### src/rtl/sq_pkg.sv
package sq_pkg;
  localparam int ADDR_W = 7;
  localparam int PCS_W  = 2;

  typedef struct packed {
    logic [PCS_W-1:0] pcs;
    logic             wide;
    logic             cont;
  } sq_cmd_t;

  typedef enum logic [2:0] {
    SQ_IDLE,
    SQ_SETUP,
    SQ_XFER,
    SQ_WB,
    SQ_GAP
  } sq_state_e;

  localparam logic [ADDR_W-1:0] A_DIV    = 7'h00;
  localparam logic [ADDR_W-1:0] A_MODE   = 7'h01;
  localparam logic [ADDR_W-1:0] A_QSTART = 7'h02;
  localparam logic [ADDR_W-1:0] A_QEND   = 7'h03;
  localparam logic [ADDR_W-1:0] A_CTRL   = 7'h04;
  localparam logic [ADDR_W-1:0] A_STAT   = 7'h05;

  localparam logic [1:0] RG_REG = 2'b00;
  localparam logic [1:0] RG_CMD = 2'b01;
  localparam logic [1:0] RG_TX  = 2'b10;
  localparam logic [1:0] RG_RX  = 2'b11;
endpackage

### src/rtl/sq_divider.sv
module sq_divider #(
  parameter int DIV_W   = 16,
  parameter int DIV_MIN = 2,
  parameter int DIV_MAX = 40
) (
  input  logic             clk_i,
  input  logic             rst_ni,
  input  logic             run_i,
  input  logic [DIV_W-1:0] div_i,
  output logic             tick_o
);
  localparam logic [DIV_W-1:0] LO = DIV_W'(DIV_MIN);
  localparam logic [DIV_W-1:0] HI = DIV_W'(DIV_MAX);

  logic [DIV_W-1:0] eff, cnt_q;

  always_comb begin
    eff = div_i;
    if (div_i < LO)      eff = LO;
    else if (div_i > HI) eff = HI;
  end

  assign tick_o = run_i && (cnt_q == eff - DIV_W'(1));

  always_ff @(posedge clk_i or negedge rst_ni) begin
    if (!rst_ni)                cnt_q <= '0;
    else if (!run_i || tick_o)  cnt_q <= '0;
    else                        cnt_q <= cnt_q + DIV_W'(1);
  end

  // half-period never shorter than two cycles
  p_tick_spaced_r1: assert property (@(posedge clk_i) disable iff (!rst_ni)
    tick_o |=> !tick_o);
endmodule

### src/rtl/sq_shift.sv
module sq_shift #(
  parameter int WORD_W = 16
) (
  input  logic              clk_i,
  input  logic              rst_ni,
  input  logic              load_i,
  input  logic [WORD_W-1:0] word_i,
  input  logic              lead_i,
  input  logic              trail_i,
  input  logic              cpol_i,
  input  logic              cpha_i,
  input  logic              miso_i,
  output logic              sck_o,
  output logic              mosi_o,
  output logic [WORD_W-1:0] rx_o
);
  logic [WORD_W-1:0] tx_q, rx_q;
  logic              ph_q, first_q;

  always_ff @(posedge clk_i or negedge rst_ni) begin
    if (!rst_ni) begin
      tx_q    <= '0;
      rx_q    <= '0;
      ph_q    <= 1'b0;
      first_q <= 1'b1;
    end else if (load_i) begin
      tx_q    <= word_i;
      ph_q    <= 1'b0;
      first_q <= 1'b1;
    end else begin
      if (lead_i) begin
        ph_q    <= 1'b1;
        first_q <= 1'b0;
        if (cpha_i && !first_q) tx_q <= tx_q << 1;
        if (!cpha_i)            rx_q <= {rx_q[WORD_W-2:0], miso_i};
      end
      if (trail_i) begin
        ph_q <= 1'b0;
        if (!cpha_i) tx_q <= tx_q << 1;
        if (cpha_i)  rx_q <= {rx_q[WORD_W-2:0], miso_i};
      end
    end
  end

  assign sck_o  = cpol_i ^ ph_q;
  assign mosi_o = tx_q[WORD_W-1];
  assign rx_o   = rx_q;

  p_load_quiet_r4: assert property (@(posedge clk_i) disable iff (!rst_ni)
    load_i |-> !(lead_i || trail_i));
  p_edge_excl_r2: assert property (@(posedge clk_i) disable iff (!rst_ni)
    !(lead_i && trail_i));
endmodule

### src/rtl/sq_seq.sv
module sq_seq
  import sq_pkg::*;
#(
  parameter int QW     = 4,
  parameter int WORD_W = 16
) (
  input  logic             clk_i,
  input  logic             rst_ni,
  input  logic             start_i,
  input  logic             hold_i,
  input  logic [QW-1:0]    qstart_i,
  input  logic [QW-1:0]    qend_i,
  input  sq_cmd_t          cmd_i,
  input  logic             tick_i,
  output logic [QW-1:0]    ptr_o,
  output logic             busy_o,
  output logic             run_o,
  output logic             load_o,
  output logic             lead_o,
  output logic             trail_o,
  output logic             rx_we_o,
  output logic             wide_o,
  output logic             done_o,
  output logic             cs_act_o,
  output logic [PCS_W-1:0] cs_idx_o
);
  localparam int HC_W = $clog2(2 * WORD_W);

  sq_state_e        state_q;
  logic [QW-1:0]    ptr_q;
  logic [HC_W-1:0]  hc_q, hc_last;
  logic             wide_q, cont_q, hold_q, cs_act_q;
  logic [PCS_W-1:0] cs_idx_q;
  logic             last_entry, keep;

  assign hc_last    = wide_q ? HC_W'(2 * WORD_W - 1) : HC_W'(WORD_W - 1);
  assign last_entry = (ptr_q == qend_i);
  assign keep       = last_entry ? hold_q : cont_q;

  assign busy_o   = (state_q != SQ_IDLE);
  assign run_o    = (state_q == SQ_SETUP) || (state_q == SQ_XFER) || (state_q == SQ_GAP);
  assign load_o   = (state_q == SQ_SETUP);
  assign lead_o   = (state_q == SQ_XFER) && tick_i && !hc_q[0];
  assign trail_o  = (state_q == SQ_XFER) && tick_i &&  hc_q[0];
  assign rx_we_o  = (state_q == SQ_WB);
  assign done_o   = ((state_q == SQ_WB) && keep && last_entry) ||
                    ((state_q == SQ_GAP) && tick_i && last_entry);
  assign ptr_o    = ptr_q;
  assign wide_o   = wide_q;
  assign cs_act_o = cs_act_q;
  assign cs_idx_o = cs_idx_q;

  always_ff @(posedge clk_i or negedge rst_ni) begin
    if (!rst_ni) begin
      state_q  <= SQ_IDLE;
      ptr_q    <= '0;
      hc_q     <= '0;
      wide_q   <= 1'b0;
      cont_q   <= 1'b0;
      hold_q   <= 1'b0;
      cs_act_q <= 1'b0;
      cs_idx_q <= '0;
    end else begin
      unique case (state_q)
        SQ_IDLE: if (start_i) begin
          ptr_q   <= qstart_i;
          hold_q  <= hold_i;
          state_q <= SQ_SETUP;
        end
        SQ_SETUP: begin
          cs_act_q <= 1'b1;
          cs_idx_q <= cmd_i.pcs;
          wide_q   <= cmd_i.wide;
          cont_q   <= cmd_i.cont;
          hc_q     <= '0;
          if (tick_i) state_q <= SQ_XFER;
        end
        SQ_XFER: if (tick_i) begin
          hc_q <= hc_q + HC_W'(1);
          if (hc_q == hc_last) state_q <= SQ_WB;
        end
        SQ_WB: begin
          if (!keep) begin
            cs_act_q <= 1'b0;
            state_q  <= SQ_GAP;
          end else if (last_entry) begin
            state_q <= SQ_IDLE;
          end else begin
            ptr_q   <= ptr_q + QW'(1);
            state_q <= SQ_SETUP;
          end
        end
        SQ_GAP: if (tick_i) begin
          if (last_entry) state_q <= SQ_IDLE;
          else begin
            ptr_q   <= ptr_q + QW'(1);
            state_q <= SQ_SETUP;
          end
        end
        default: state_q <= SQ_IDLE;
      endcase
    end
  end

  p_stop_at_end_r3: assert property (@(posedge clk_i) disable iff (!rst_ni)
    $fell(busy_o) |-> ptr_q == $past(qend_i));
  p_gap_released_r6: assert property (@(posedge clk_i) disable iff (!rst_ni)
    (state_q == SQ_GAP) |-> !cs_act_q);
endmodule

### src/rtl/spi_queue_master.sv
module spi_queue_master
  import sq_pkg::*;
#(
  parameter int NUM_CMD = 16,
  parameter int NUM_CS  = 4,
  parameter int DATA_W  = 16,
  parameter int DIV_MIN = 2,
  parameter int DIV_MAX = 40
) (
  input  logic               clk_i,
  input  logic               rst_ni,
  input  logic [ADDR_W-1:0]  reg_addr_i,
  input  logic [DATA_W-1:0]  reg_wdata_i,
  input  logic               reg_we_i,
  output logic [DATA_W-1:0]  reg_rdata_o,
  output logic               sck_o,
  output logic               mosi_o,
  input  logic               miso_i,
  output logic [NUM_CS-1:0]  csn_o
);
  localparam int QW       = $clog2(NUM_CMD);
  localparam int NUM_SLOT = 2 * NUM_CMD;
  localparam int SW       = $clog2(NUM_SLOT);
  localparam int BYTE_W   = DATA_W / 2;

  logic [DATA_W-1:0] div_q;
  logic              cpha_q, cpol_q, master_q, hold_q, done_q;
  logic [QW-1:0]     qstart_q, qend_q;
  sq_cmd_t           cmd_mem [NUM_CMD];
  logic [BYTE_W-1:0] tx_mem  [NUM_SLOT];
  logic [BYTE_W-1:0] rx_mem  [NUM_SLOT];

  logic [1:0]        region;
  logic [QW-1:0]     cmd_idx;
  logic [SW-1:0]     slot_idx;
  logic              start, busy, run, load, lead, trail, rx_we, wide, done_pulse, tick;
  logic              cs_act;
  logic [PCS_W-1:0]  cs_idx;
  logic [QW-1:0]     ptr;
  sq_cmd_t           cur_cmd;
  logic [DATA_W-1:0] tx_word, rx_word;

  assign region   = reg_addr_i[ADDR_W-1 -: 2];
  assign cmd_idx  = reg_addr_i[QW-1:0];
  assign slot_idx = reg_addr_i[SW-1:0];
  assign start    = reg_we_i && (reg_addr_i == A_CTRL) && reg_wdata_i[0] && master_q && !busy;

  assign cur_cmd = cmd_mem[ptr];
  assign tx_word = {tx_mem[{ptr, 1'b0}], cur_cmd.wide ? tx_mem[{ptr, 1'b1}] : BYTE_W'(0)};

  // register file and stores
  always_ff @(posedge clk_i or negedge rst_ni) begin
    if (!rst_ni) begin
      div_q    <= '0;
      cpha_q   <= 1'b0;
      cpol_q   <= 1'b0;
      master_q <= 1'b0;
      qstart_q <= '0;
      qend_q   <= '0;
      hold_q   <= 1'b0;
      done_q   <= 1'b0;
      for (int i = 0; i < NUM_CMD; i++) cmd_mem[i] <= '0;
      for (int i = 0; i < NUM_SLOT; i++) begin
        tx_mem[i] <= '0;
        rx_mem[i] <= '0;
      end
    end else begin
      if (reg_we_i) begin
        unique case (region)
          RG_REG: begin
            case (reg_addr_i)
              A_DIV:    div_q <= reg_wdata_i;
              A_MODE:   {master_q, cpol_q, cpha_q} <= reg_wdata_i[2:0];
              A_QSTART: qstart_q <= reg_wdata_i[QW-1:0];
              A_QEND:   qend_q <= reg_wdata_i[QW-1:0];
              A_CTRL:   hold_q <= reg_wdata_i[1];
              A_STAT:   done_q <= 1'b0;
              default: ;
            endcase
          end
          RG_CMD:  cmd_mem[cmd_idx] <= sq_cmd_t'(reg_wdata_i[3:0]);
          RG_TX:   tx_mem[slot_idx] <= reg_wdata_i[BYTE_W-1:0];
          default: ;
        endcase
      end
      if (done_pulse) done_q <= 1'b1;
      if (rx_we) begin
        if (wide) begin
          rx_mem[{ptr, 1'b0}] <= rx_word[DATA_W-1:BYTE_W];
          rx_mem[{ptr, 1'b1}] <= rx_word[BYTE_W-1:0];
        end else begin
          rx_mem[{ptr, 1'b1}] <= rx_word[BYTE_W-1:0];
        end
      end
    end
  end

  always_comb begin
    reg_rdata_o = '0;
    unique case (region)
      RG_REG: begin
        case (reg_addr_i)
          A_DIV:    reg_rdata_o = div_q;
          A_MODE:   reg_rdata_o = DATA_W'({master_q, cpol_q, cpha_q});
          A_QSTART: reg_rdata_o = DATA_W'(qstart_q);
          A_QEND:   reg_rdata_o = DATA_W'(qend_q);
          A_CTRL:   reg_rdata_o = DATA_W'({hold_q, busy});
          A_STAT:   reg_rdata_o = DATA_W'(done_q);
          default:  reg_rdata_o = '0;
        endcase
      end
      RG_CMD:  reg_rdata_o = DATA_W'({cmd_mem[cmd_idx]});
      RG_TX:   reg_rdata_o = DATA_W'(tx_mem[slot_idx]);
      default: reg_rdata_o = DATA_W'(rx_mem[slot_idx]);
    endcase
  end

  sq_divider #(
    .DIV_W  (DATA_W),
    .DIV_MIN(DIV_MIN),
    .DIV_MAX(DIV_MAX)
  ) i_div (
    .clk_i (clk_i),
    .rst_ni(rst_ni),
    .run_i (run),
    .div_i (div_q),
    .tick_o(tick)
  );

  sq_seq #(
    .QW    (QW),
    .WORD_W(DATA_W)
  ) i_seq (
    .clk_i   (clk_i),
    .rst_ni  (rst_ni),
    .start_i (start),
    .hold_i  (reg_wdata_i[1]),
    .qstart_i(qstart_q),
    .qend_i  (qend_q),
    .cmd_i   (cur_cmd),
    .tick_i  (tick),
    .ptr_o   (ptr),
    .busy_o  (busy),
    .run_o   (run),
    .load_o  (load),
    .lead_o  (lead),
    .trail_o (trail),
    .rx_we_o (rx_we),
    .wide_o  (wide),
    .done_o  (done_pulse),
    .cs_act_o(cs_act),
    .cs_idx_o(cs_idx)
  );

  sq_shift #(
    .WORD_W(DATA_W)
  ) i_shift (
    .clk_i  (clk_i),
    .rst_ni (rst_ni),
    .load_i (load),
    .word_i (tx_word),
    .lead_i (lead),
    .trail_i(trail),
    .cpol_i (cpol_q),
    .cpha_i (cpha_q),
    .miso_i (miso_i),
    .sck_o  (sck_o),
    .mosi_o (mosi_o),
    .rx_o   (rx_word)
  );

  for (genvar g = 0; g < NUM_CS; g++) begin : g_csn
    assign csn_o[g] = !(cs_act && (cs_idx == PCS_W'(g)));
  end

  p_cs_onehot_r8: assert property (@(posedge clk_i) disable iff (!rst_ni)
    $onehot0(~csn_o));
  p_sck_rest_r2: assert property (@(posedge clk_i) disable iff (!rst_ni)
    !busy |-> sck_o == cpol_q);
  p_done_sticky_r9: assert property (@(posedge clk_i) disable iff (!rst_ni)
    done_q && !(reg_we_i && reg_addr_i == A_STAT) |=> done_q);
endmodule

### config.mk
export PLATFORM = sky130hd
export DESIGN_NAME = spi_queue_master
export DESIGN_NICKNAME = d
export VERILOG_FILES = /design/src/rtl/sq_pkg.sv /design/src/rtl/sq_divider.sv /design/src/rtl/sq_shift.sv /design/src/rtl/sq_seq.sv /design/src/rtl/spi_queue_master.sv
export SDC_FILE = /design/constraint.sdc
export NUM_CORES = 1
export LEC_CHECK = 0
export BUFFER_PORTS_ARGS = -buffer_cell sky130_fd_sc_hd__buf_2
export CORE_MARGIN = 5
export CORE_UTILIZATION = 55
export CTS_CLUSTER_SIZE = 8
export DETAILED_ROUTE_END_ITERATION = 6
export PLACE_DENSITY_LB_ADDON = 0.2
export SLEW_MARGIN = 20
export SYNTH_ARGS = -nofsm -noshare
export SYNTH_HDL_FRONTEND = slang
export SYNTH_HIERARCHICAL = 1
export SYNTH_SLANG_ARGS = --single-unit
### constraint.sdc
create_clock -name clk_i -period 9.25 [get_ports clk_i]
set_input_delay 0.925 -clock clk_i [delete_from_list [all_inputs] [get_ports clk_i]]
set_output_delay 0.925 -clock clk_i [all_outputs]
set_load 0.02 [all_outputs]
==> results.sh, run 1 <==
export IMPL_post_cts_setup_buffers=0
export IMPL_place_hpwl_um=60400
export IMPL_syn_area_per_cell_um2=14.4
export IMPL_cp_startpoint="div_q[4]$_DFFE_PN0P_"
export IMPL_cp_arrival_ns=6.07
export IMPL_cts_sinks=673
export IMPL_critPathLaunchType="flop"
export IMPL_worst_path_max_fanout=16
export IMPL_ys_flop_type="dfrtp_1"
export IMPL_synth_edf_count=0
export IMPL_core_area_mm2=0.0617
export IMPL_ios=49
export IMPL_synth_simple_area_share_pct=6.12
export IMPL_period_needed_ns=5.56
export IMPL_crit_required_ns=9.76
export IMPL_synth_mux_area_share_pct=37.6
export IMPL_vias=21800
export IMPL_avgRoutedWirePerCell_um=28.8
export IMPL_hold_class="input pin to asynchronous set/reset pin"
export IMPL_tightest_slew_ns=1.18
export IMPL_hold_ws_ns=0.232
export IMPL_yosysTopAreaCellShare_pct=49.1
export IMPL_yosysUniqueCellTypes=84
export IMPL_synthArstFlopShare_pct=100
export IMPL_r2r_end="i_shift/rx_o[0]$_DFFE_PN0N_"
export IMPL_vdd_drop_max_mv=0.137
export IMPL_synth_compound_gate_area_share_pct=3.74
export IMPL_die_x_um=259
export IMPL_io_buffers=48
export IMPL_insertion_delay_ns=0.68
export IMPL_finalHoldViolCount=0
export IMPL_fmax_mhz=180
export IMPL_cp_endpoint="i_shift/rx_o[0]$_DFFE_PN0N_"
export IMPL_routed_wl_um=93500
export IMPL_fillers=4666
export IMPL_setup_viol=0
export IMPL_regArea_mm2=0.0169
export IMPL_slew_headroom_pct=21.3
export IMPL_end_kind="flop"
export IMPL_cts_buffer_depth=3
export IMPL_grt_setup_unrepaired="no"
export IMPL_synthTopCellsByArea="dfrtp_1 (49%), mux2_2 (20%), mux4_2 (16%)"
export IMPL_detail_route_antenna_nets=0
export IMPL_synthCells=2379
export IMPL_powerDensity_mw_per_mm2=185
export IMPL_rows=91
export IMPL_die_area_mm2=0.0673
export IMPL_cts_max_level=3
export IMPL_r2r_start="div_q[4]$_DFFE_PN0P_"
export IMPL_synthesis_area_mm2=0.0342
export IMPL_cap_violations=0
export IMPL_path_class="flop to flop"
export IMPL_maxSlewViolCount=0
export IMPL_rr_worst_depth=15
export IMPL_area_growth_syn_to_layout_pct=9.96
export IMPL_p_leak_uw=0.0172
export IMPL_grt_use_total_pct=28.0
export IMPL_grt_max_degree=170
export IMPL_yosysTopAreaCell="dfrtp_1"
export IMPL_status="completed"
export IMPL_root_buffer="clkbuf_16"
export IMPL_drc=0
export IMPL_numCtsBuffers=94
export IMPL_routed_via_density=6.71
export IMPL_dr_pass1_iters=5
export IMPL_grt_overflow_total=0
export IMPL_drt_iter0_drc=2059
export IMPL_finalSetupTns_ns=0
export IMPL_initial_core_util_pct=55.4
export IMPL_clk_pin_slew_ns=0.05
export IMPL_r2r_slack_ns=3.69
export IMPL_drive_gt1_share_pct=45.1
export IMPL_cts_resized=0
export IMPL_yosys_area_share_adder_pct=0.146
export IMPL_grt_pass1_wl_um=144000
export IMPL_grt_pass1_vias=22500
export IMPL_multiInputGateArea_mm2=0.0166
export IMPL_synth_top_family_by_area="multiplexers"
export IMPL_gp_congestion=0.876
export IMPL_finClkSkew_ns=0.0550
export IMPL_ys_warn_count=6
export IMPL_holdBufCountCts=0
export IMPL_die_h_um=259
export IMPL_fin_nets=2422
export IMPL_synthesis_nets=2410
export IMPL_antenna_found_initial=2
export IMPL_synth_seq_area_share_pct=49.2
export IMPL_fin_crit_sh_pct=60.1
export IMPL_cts_tree="built"
export IMPL_synth_xor_area_share_pct=0.691
export IMPL_synth_seq_cells=673
==> cells by family (layout without fill, tap and decap cells) <==
group,Yosys count,after routing
AOI/OAI and AO/OA,189,189
xor gates and xnor gates,27,27
adders and majority gates,4,4
buffers and inverters,177,205
DFF,673,673
muxes,906,906
other,0,1
and+or+nand+nor,403,403
==> cell usage after synthesis (6+ instances only) <==
cell type and number:
buf_6 7, nor3_2 11, buf_2 36, a21o_1 6, xor2_1 12, o21ai_0 26
mux4_2 239, mux2_2 600, nand4_1 6, nand2_1 160, nor3_1 15, a211oi_1 8
o221ai_1 11, or3_1 7, nor2b_1 35, a31oi_1 20, mux2i_1 53, dfrtp_1 672
nor4_1 6, inv_1 10, nor2_2 15, nor2_1 41, nand3b_1 12, a22oi_1 17
o22ai_1 11, and3_1 10, and2_1 15, mux2_4 11, a22o_1 7, buf_4 16
buf_1 7, xnor2_1 15, nand3_1 28, clkbuf_1 96, nand2b_1 12, a21oi_1 41
==> metrics by stage <==
step | cells | util (%) | power, µW | setup slack [ns] | cell area, µm²
2_1_floorplan | 2379 | - | 3670 | 5.01 | 34200
5_1_grt | 3245 | 61.0 | 7210 | 3.33 | 37600
3_3_place_gp | 3132 | 56.8 | 3880 | 3.92 | 35000
6_report | 3245 | 61.0 | 6960 | 3.69 | 37600
3_5_place_dp | 3132 | 56.8 | 3910 | 3.83 | 35000
4_1_cts | 3244 | 61.0 | 7010 | 3.70 | 37600
==> routing by layer <==
metal	part of all wire, %	vias up	GRT usage (%)
li1	-	9012	-
met1	42	11700	39.9
met2	48	891	44.1
met3	6.8	197	4.86
met4	4.0	0	10.1
met5	0	-	0
==> placed cells by master (no fill, tap or decap), types with 5 or more instances in the layout <==
master / netlist / final
nor3_1: 15 / 14
or4_1: 5 / 5
o21ai_0: 26 / 26
nor4_1: 6 / 6
inv_1: 10 / 10
nand2b_1: 12 / 12
xor2_1: 12 / 12
mux2i_1: 53 / 53
nor2b_1: 35 / 35
mux2_2: 600 / 600
a21oi_1: 41 / 41
a22o_1: 7 / 7
and2_1: 15 / 15
nor2_2: 15 / 15
clkbuf_16: 0 / 94
o211ai_1: 5 / 5
buf_4: 16 / 28
nand3_1: 28 / 28
a211oi_1: 8 / 8
mux2_4: 11 / 11
a22oi_1: 17 / 17
xnor2_1: 15 / 15
a21o_1: 6 / 6
nand3b_1: 12 / 12
and3_1: 10 / 10
a31oi_1: 20 / 20
nand2_1: 160 / 160
buf_2: 36 / 44
a221oi_1: 5 / 5
mux4_2: 239 / 239
nand4_1: 6 / 6
o22ai_1: 11 / 11
nor3_2: 11 / 11
clkbuf_1: 96 / 10
o221ai_1: 11 / 11
dfrtp_1: 672 / 669
or3_1: 7 / 7
nor2_1: 41 / 41
==> final cells by class <==
type | instances | area share [%]
well taps | 837 | 2.78
clock inverters | 8 | 0.492
clock buffers | 104 | 6.35
inverters | 14 | 0.140
diodes | 1 | 0.00665
multi-input cells | 1529 | 44.0
flip-flops and latches | 673 | 44.8
repair buffers | 79 | 1.44
==> worst max-delay path, stage by stage (launching register included) <==
cell and delay [ns]:
dfrtp_1 0.51, o21ai_0 0.20, a22oi_1 0.42, nor2_1 0.10, nand2_1 0.08, ha_1 0.21
or3b_1 0.41, or2_4 0.29, o31a_1 0.30, o21ai_1 0.66, and3_2 0.43, and4bb_4 0.29
nor2b_1 0.35, mux2i_1 0.18, nor2_4 0.56, mux2_2 0.40
==> worst min path at each step <==
stage | to | start | slack [ns] | depth (start not counted)
after global routing | tx_mem[229]$_DFFE_PN0P_ | rst_ni | 0.27 | 1
after global placement | flop | flop | 0.45 | 2
after CTS | tx_mem[147]$_DFFE_PN0P_ | rst_ni | 0.23 | 1
after detailed placement | flop | flop | 0.46 | 2
after floorplan | flop | flop | 0.44 | 2
final | tx_mem[154]$_DFFE_PN0P_ | rst_ni | 0.23 | 1
==> power by group <==
part,switching [µW],internal (µW),leakage (µW)
Combinational,333,311,0.00672
Sequential,121,3100,0.00924
Clock,1280,1820,0.00125
Total,1730,5230,0.0172
Power figures use the tool's default switching activity.
==> run 2, diff against run 1 <==
Clock period 9.25 ns to 5.8 ns, I/O delays scaled along.
==> run 2 against run 1 <==
Final area is 0.24% higher. Wire length increased by 1.0%. Sequential power is 60% higher. Worst hold slack got worse by 0.061 ns. Power increased by 60%. Die area stayed put. First-iteration DRC count rose by 4.5%. Largest power group unchanged. Utilization rose by 0.15 points.
==> results.sh, run 2 (synthesis gave the netlist of run 1 again) <==
export IMPL_rows=91
export IMPL_period_needed_ns=5.12
export IMPL_die_x_um=259
export IMPL_hold_ws_ns=0.172
export IMPL_finalHoldViolCount=0
export IMPL_cts_resized=0
export IMPL_cts_max_level=3
export IMPL_cts_tree="built"
export IMPL_finalSetupTns_ns=0
export IMPL_insertion_delay_ns=0.65
export IMPL_antenna_found_initial=1
export IMPL_critPathLaunchType="flop"
export IMPL_grt_pass1_wl_um=145000
export IMPL_slew_headroom_pct=22.0
export IMPL_fmax_mhz=195
export IMPL_drive_gt1_share_pct=45.3
export IMPL_cts_sinks=673
export IMPL_numCtsBuffers=94
export IMPL_vdd_drop_max_mv=0.246
export IMPL_area_growth_syn_to_layout_pct=10.2
export IMPL_die_h_um=259
export IMPL_final_common_cell="dfrtp_1"
export IMPL_grt_pass1_vias=22400
export IMPL_p_leak_uw=0.0173
export IMPL_crit_required_ns=6.33
export IMPL_tightest_slew_ns=1.16
export IMPL_grt_overflow_total=0
export IMPL_maxSlewViolCount=0
export IMPL_root_buffer="clkbuf_16"
export IMPL_place_hpwl_um=60900
export IMPL_die_area_mm2=0.0673
export IMPL_drc=0
export IMPL_hold_class="input pin to flop"
export IMPL_initial_core_util_pct=55.4
export IMPL_clk_pin_slew_ns=0.05
export IMPL_post_cts_setup_buffers=0
export IMPL_end_kind="flop"
export IMPL_powerDensity_mw_per_mm2=295
export IMPL_setup_viol=0
export IMPL_grt_use_total_pct=28.3
export IMPL_gp_congestion=0.881
export IMPL_ios=49
export IMPL_drt_iter0_drc=2152
export IMPL_routed_via_density=6.71
export IMPL_status="completed"
export IMPL_avgRoutedWirePerCell_um=29.0
export IMPL_fin_nets=2430
export IMPL_detail_route_antenna_nets=0
export IMPL_dr_pass1_iters=5
export IMPL_grt_max_degree=154
export IMPL_cap_violations=0
export IMPL_power_uw=11100
export IMPL_fin_crit_sh_pct=88.3
export IMPL_io_buffers=48
export IMPL_cp_arrival_ns=5.65
export IMPL_holdBufCountCts=0
export IMPL_finClkSkew_ns=0.0239
export IMPL_grt_setup_unrepaired="no"
export IMPL_routed_wl_um=94500
export IMPL_layout_common_cells="dfrtp_1 (669), mux2_2 (600), mux4_2 (239), nand2_1 (160), clkbuf_16 (96)"
export IMPL_path_class="flop to flop"
export IMPL_cts_buffer_depth=3
export IMPL_worst_path_max_fanout=16
export IMPL_core_area_mm2=0.0617
export IMPL_vias=21800
==> run 2: cell count changes in the layout (fill, tap and decap cells not counted), moves of 2 or more <==
cell,previous run,this run
clkinv_16,4,0
buf_6,2,0
buf_12,3,6
nor2_2,15,17
buf_4,28,33
nor2_1,41,39
clkbuf_16,94,96
==> run 2: layer usage <==
layer / wire length, µm / global-route usage [%]
met1: 39800 / 41.2
met3: 6460 / 4.52
met2: 44900 / 44.4
met5: 0 / 0
met4: 3340 / 9.26
==> run 2: final timing paths <==
path	startpoint	end	slack [ns]	cells past startpoint
worst max-delay path	div_q[4]$_DFFE_PN0P_	i_shift/rx_o[2]$_DFFE_PN0N_	0.68	17
worst min-delay path	reg_wdata_i[11]	div_q[11]$_DFFE_PN0P_	0.17	2
min in group asynchronous	rst_ni	tx_mem[253]$_DFFE_PN0P_	0.40	2
worst max register to register	div_q[4]$_DFFE_PN0P_	i_shift/rx_o[2]$_DFFE_PN0N_	0.68	17
worst min register to register	flop	flop	0.47	2
max in group asynchronous	rst_ni	rx_mem[92]$_DFFE_PN0P_	3.72	4
==> run 2: cell type report <==
type	instances	area, µm²
well taps	837	1050
multi-input cells	1529	16600
clock buffers	108	2460
fillers	4639	24000
flip-flops and latches	673	16900
clock inverters	6	90.1
inverters	14	52.6
repair buffers	87	656
diodes	1	2.50
==> run 2: critical path, stage by stage, from the launching register on <==
cell,delay (ns)
dfrtp_1,0.50
o21ai_0,0.21
a22oi_1,0.39
nor2_1,0.11
nand2_1,0.08
ha_1,0.21
or3b_1,0.40
or2_4,0.29
nor3_2,0.17
a22oi_1,0.09
a221oi_2,0.26
buf_4,0.21
and3_2,0.29
and4bb_4,0.29
nor2b_1,0.33
mux2i_1,0.18
nor2_4,0.55
mux2_2,0.41
==> run 2: where the power goes <==
part,switching (µW),internal [µW]
combinational,533,504
sequential,187,4950
clock,2000,2940
total,2720,8400
==> run 2: per-stage QoR <==
stage	setup WS (ns)	cells	instance area [µm²]	util [%]
4_1_cts	0.699	3252	37700	61.0
6_report	0.678	3255	37700	61.1
3_3_place_gp	0.803	3138	35100	56.9
2_1_floorplan	1.56	2379	34200	-
3_5_place_dp	0.714	3138	35100	56.9
5_1_grt	0.300	3254	37700	61.1
==> run 3, diff against run 2 <==
Settings changed: PLACE_DENSITY set to 0.71, PLACE_DENSITY_LB_ADDON 0.2 to not set, SYNTH_HIERARCHICAL 1 to not set.
==> run 3 against run 2 <==
Via count is 5.3% lower. Flip-flop and latch count did not move. Sequential power increased by 6.6%. Global-route usage is 1.6 points lower. Register-to-register slack gained 0.64 ns. Synthesized cell count is 6.4% lower. Final area down 0.62%. Clock-buffer cell count up 3. Wire length shrank 7.5%. Die area down 1.1%.
==> results.sh, run 3 <==
export IMPL_status="completed"
export IMPL_synthesis_nets=2261
export IMPL_dr_wl_met3_um=6200
export IMPL_vias=20700
export IMPL_antenna_found_initial=0
export IMPL_synthTopCellsByArea="dfrtp_1 (50%), mux2_2 (21%), mux4_2 (19%)"
export IMPL_initial_core_util_pct=55.2
export IMPL_area_growth_syn_to_layout_pct=10.8
export IMPL_final_common_cell="dfrtp_1"
export IMPL_cts_max_level=3
export IMPL_synth_seq_area_share_pct=49.8
export IMPL_grt_overflow_total=0
export IMPL_routed_wl_um=87400
export IMPL_post_cts_setup_buffers=0
export IMPL_num_antenna_cells=0
export IMPL_top_layer="met4"
export IMPL_insertion_delay_ns=0.62
export IMPL_hold_ws_ns=0.00593
export IMPL_die_area_mm2=0.0665
export IMPL_holdBufCountCts=0
export IMPL_finalSetupTns_ns=0
export IMPL_cap_violations=0
export IMPL_dr_pass1_iters=5
export IMPL_syn_area_per_cell_um2=15.2
export IMPL_layout_common_cells="dfrtp_1 (669), mux2_2 (616), mux4_2 (282), clkbuf_16 (98), nand2_1 (88)"
export IMPL_ys_warn_count=0
export IMPL_dp_cells=2957
export IMPL_cp_arrival_ns=4.99
export IMPL_fin_crit_sh_pct=77.3
export IMPL_detail_route_antenna_nets=0
export IMPL_io_buffers=48
export IMPL_end_kind="flop"
export IMPL_drt_iter0_drc=1753
export IMPL_die_h_um=258
export IMPL_avgRoutedWirePerCell_um=28.5
export IMPL_powerDensity_mw_per_mm2=336
export IMPL_grt_max_degree=157
export IMPL_core_area_mm2=0.0613
export IMPL_met2WireLength_um=41300
export IMPL_hold_class="input pin to asynchronous set/reset pin"
export IMPL_synthCells=2227
export IMPL_ys_flop_type="dfrtp_1"
export IMPL_p_leak_uw=0.0172
export IMPL_tightest_slew_ns=1.14
export IMPL_worst_path_max_fanout=16
export IMPL_ios=49
export IMPL_cts_resized=0
export IMPL_path_class="flop to flop"
export IMPL_finClkSkew_ns=0.0248
export IMPL_place_hpwl_um=56800
export IMPL_synthArstFlopShare_pct=100
export IMPL_slew_headroom_pct=23.4
export IMPL_maxSlewViolCount=0
export IMPL_rows=91
export IMPL_setup_viol=0
export IMPL_synth_edf_count=0
export IMPL_grt_setup_unrepaired="no"
export IMPL_gp_congestion=0.876
export IMPL_yosysUniqueCellTypes=66
export IMPL_yosysTopAreaCell="dfrtp_1"
export IMPL_instances_no_fill=3071
export IMPL_period_needed_ns=4.48
export IMPL_cts_buffer_depth=3
export IMPL_vdd_drop_max_mv=0.201
export IMPL_grt_pass1_wl_um=138000
export IMPL_fillers=4529
export IMPL_cp_startpoint="div_q[3]$_DFFE_PN0P_"
export IMPL_synthesis_area_mm2=0.0338
export IMPL_numCtsBuffers=94
export IMPL_grt_use_total_pct=26.7
export IMPL_yosysMostFrequentCell="dfrtp_1"
export IMPL_finalHoldViolCount=0
export IMPL_yosysTopAreaCellShare_pct=49.7
export IMPL_cts_tree="built"
export IMPL_yosys_top_cells_count="dfrtp_1 (672), mux2_2 (616), mux4_2 (282), clkbuf_1 (116), nand2_1 (88)"
export IMPL_die_x_um=258
export IMPL_r2r_start="div_q[3]$_DFFE_PN0P_"
export IMPL_clk_pin_slew_ns=0.05
export IMPL_crit_required_ns=6.31
export IMPL_cts_sinks=673
export IMPL_drive_gt1_share_pct=49.6
export IMPL_routed_via_density=6.74
export IMPL_grt_pass1_vias=21800
export IMPL_critPathLaunchType="flop"
export IMPL_root_buffer="clkbuf_16"
export IMPL_fmax_mhz=223
export IMPL_drc=0
export IMPL_route_layer_met1_wl_um=38000
export IMPL_fin_nets=2297
export IMPL_synth_seq_cells=673
## run 3: changes by cell type in the layout (fill, tap and decap cells not counted), moves of 14 or more
cell	before	now
a31oi_1	20	2
a21oi_1	41	8
mux4_2	239	282
a22oi_1	17	3
mux2_2	600	616
mux2i_1	53	31
buf_4	33	47
nor2_1	39	79
nor2b_1	35	6
nand2_1	160	88
## run 3: path summary, 6_finish.rpt
path                                           endpoint  slack, ns  cells past startpoint
max                        i_shift.rx_o[13]$_DFFE_PN0N_       1.32                     11
min                             cmd_mem[37]$_DFFE_PN0P_      0.006                      1
max reg2reg                i_shift.rx_o[13]$_DFFE_PN0N_       1.32                     11
min reg2reg                     rx_mem[235]$_DFFE_PN0P_       0.50                      1
max in group asynchronous          master_q$_DFFE_PN0P_       4.31                      2
min in group clk_i                div_q[13]$_DFFE_PN0P_       0.19                      2
## run 3: kinds of logic after synthesis
group,share of synthesized area [%]
adders and majority gates,0.259
and+or+nand+nor,4.94
xor gates and xnor gates,0.622
AOI/OAI and AO/OA,1.73
DFF,49.8
buffers and inverters,1.99
muxes,40.7
## run 3: per-stage QoR
stage / total power, µW / cell area, µm² / setup WS, ns / util [%]
finish: 12600 / 37500 / 1.32 / 61.2
global route: 13100 / 37500 / 1.10 / 61.2
CTS: 12700 / 37500 / 1.37 / 61.2
detailed placement: 7720 / 34900 / 1.39 / 57.0
global placement: 7660 / 34900 / 1.47 / 57.0
floorplan: 6980 / 33800 / 1.64 / -
## run 3: worst max-delay path, stage by stage, from the launching register on
cell and delay (ns):
dfrtp_1 0.51, or4_1 0.58, o21ai_1 0.20, or3_1 0.13
ha_1 0.21, or4b_1 0.46, o221ai_1 0.21, o2111a_1 0.21
o2111ai_1 0.23, or4_4 0.57, or4b_4 0.71, mux2_4 0.35
## run 3: area by class of cell
| class | count | area, µm² | area share, % |
|---|---|---|---|
| multi-input cells | 1385 | 16300 | 43.6 |
| clock buffers | 111 | 2510 | 6.70 |
| clock inverters | 3 | 66.3 | 0.177 |
| flip-flops and latches | 673 | 16900 | 45.0 |
| well taps | 790 | 988 | 2.64 |
| repair buffers | 98 | 697 | 1.86 |
| inverters | 11 | 41.3 | 0.110 |
## run 3: power breakdown
part / leakage, µW / switching (µW) / internal [µW]
logic: 0.00672 / 1110 / 1070
clock network: 0.00126 / 1920 / 3030
registers: 0.00922 / 458 / 5020
## run 3: layer usage
metal	up-vias	GRT usage, %
met4	0	7.22
met3	137	5.45
met5	-	0
met1	11300	39.3
met2	753	41.5
li1	8549	-
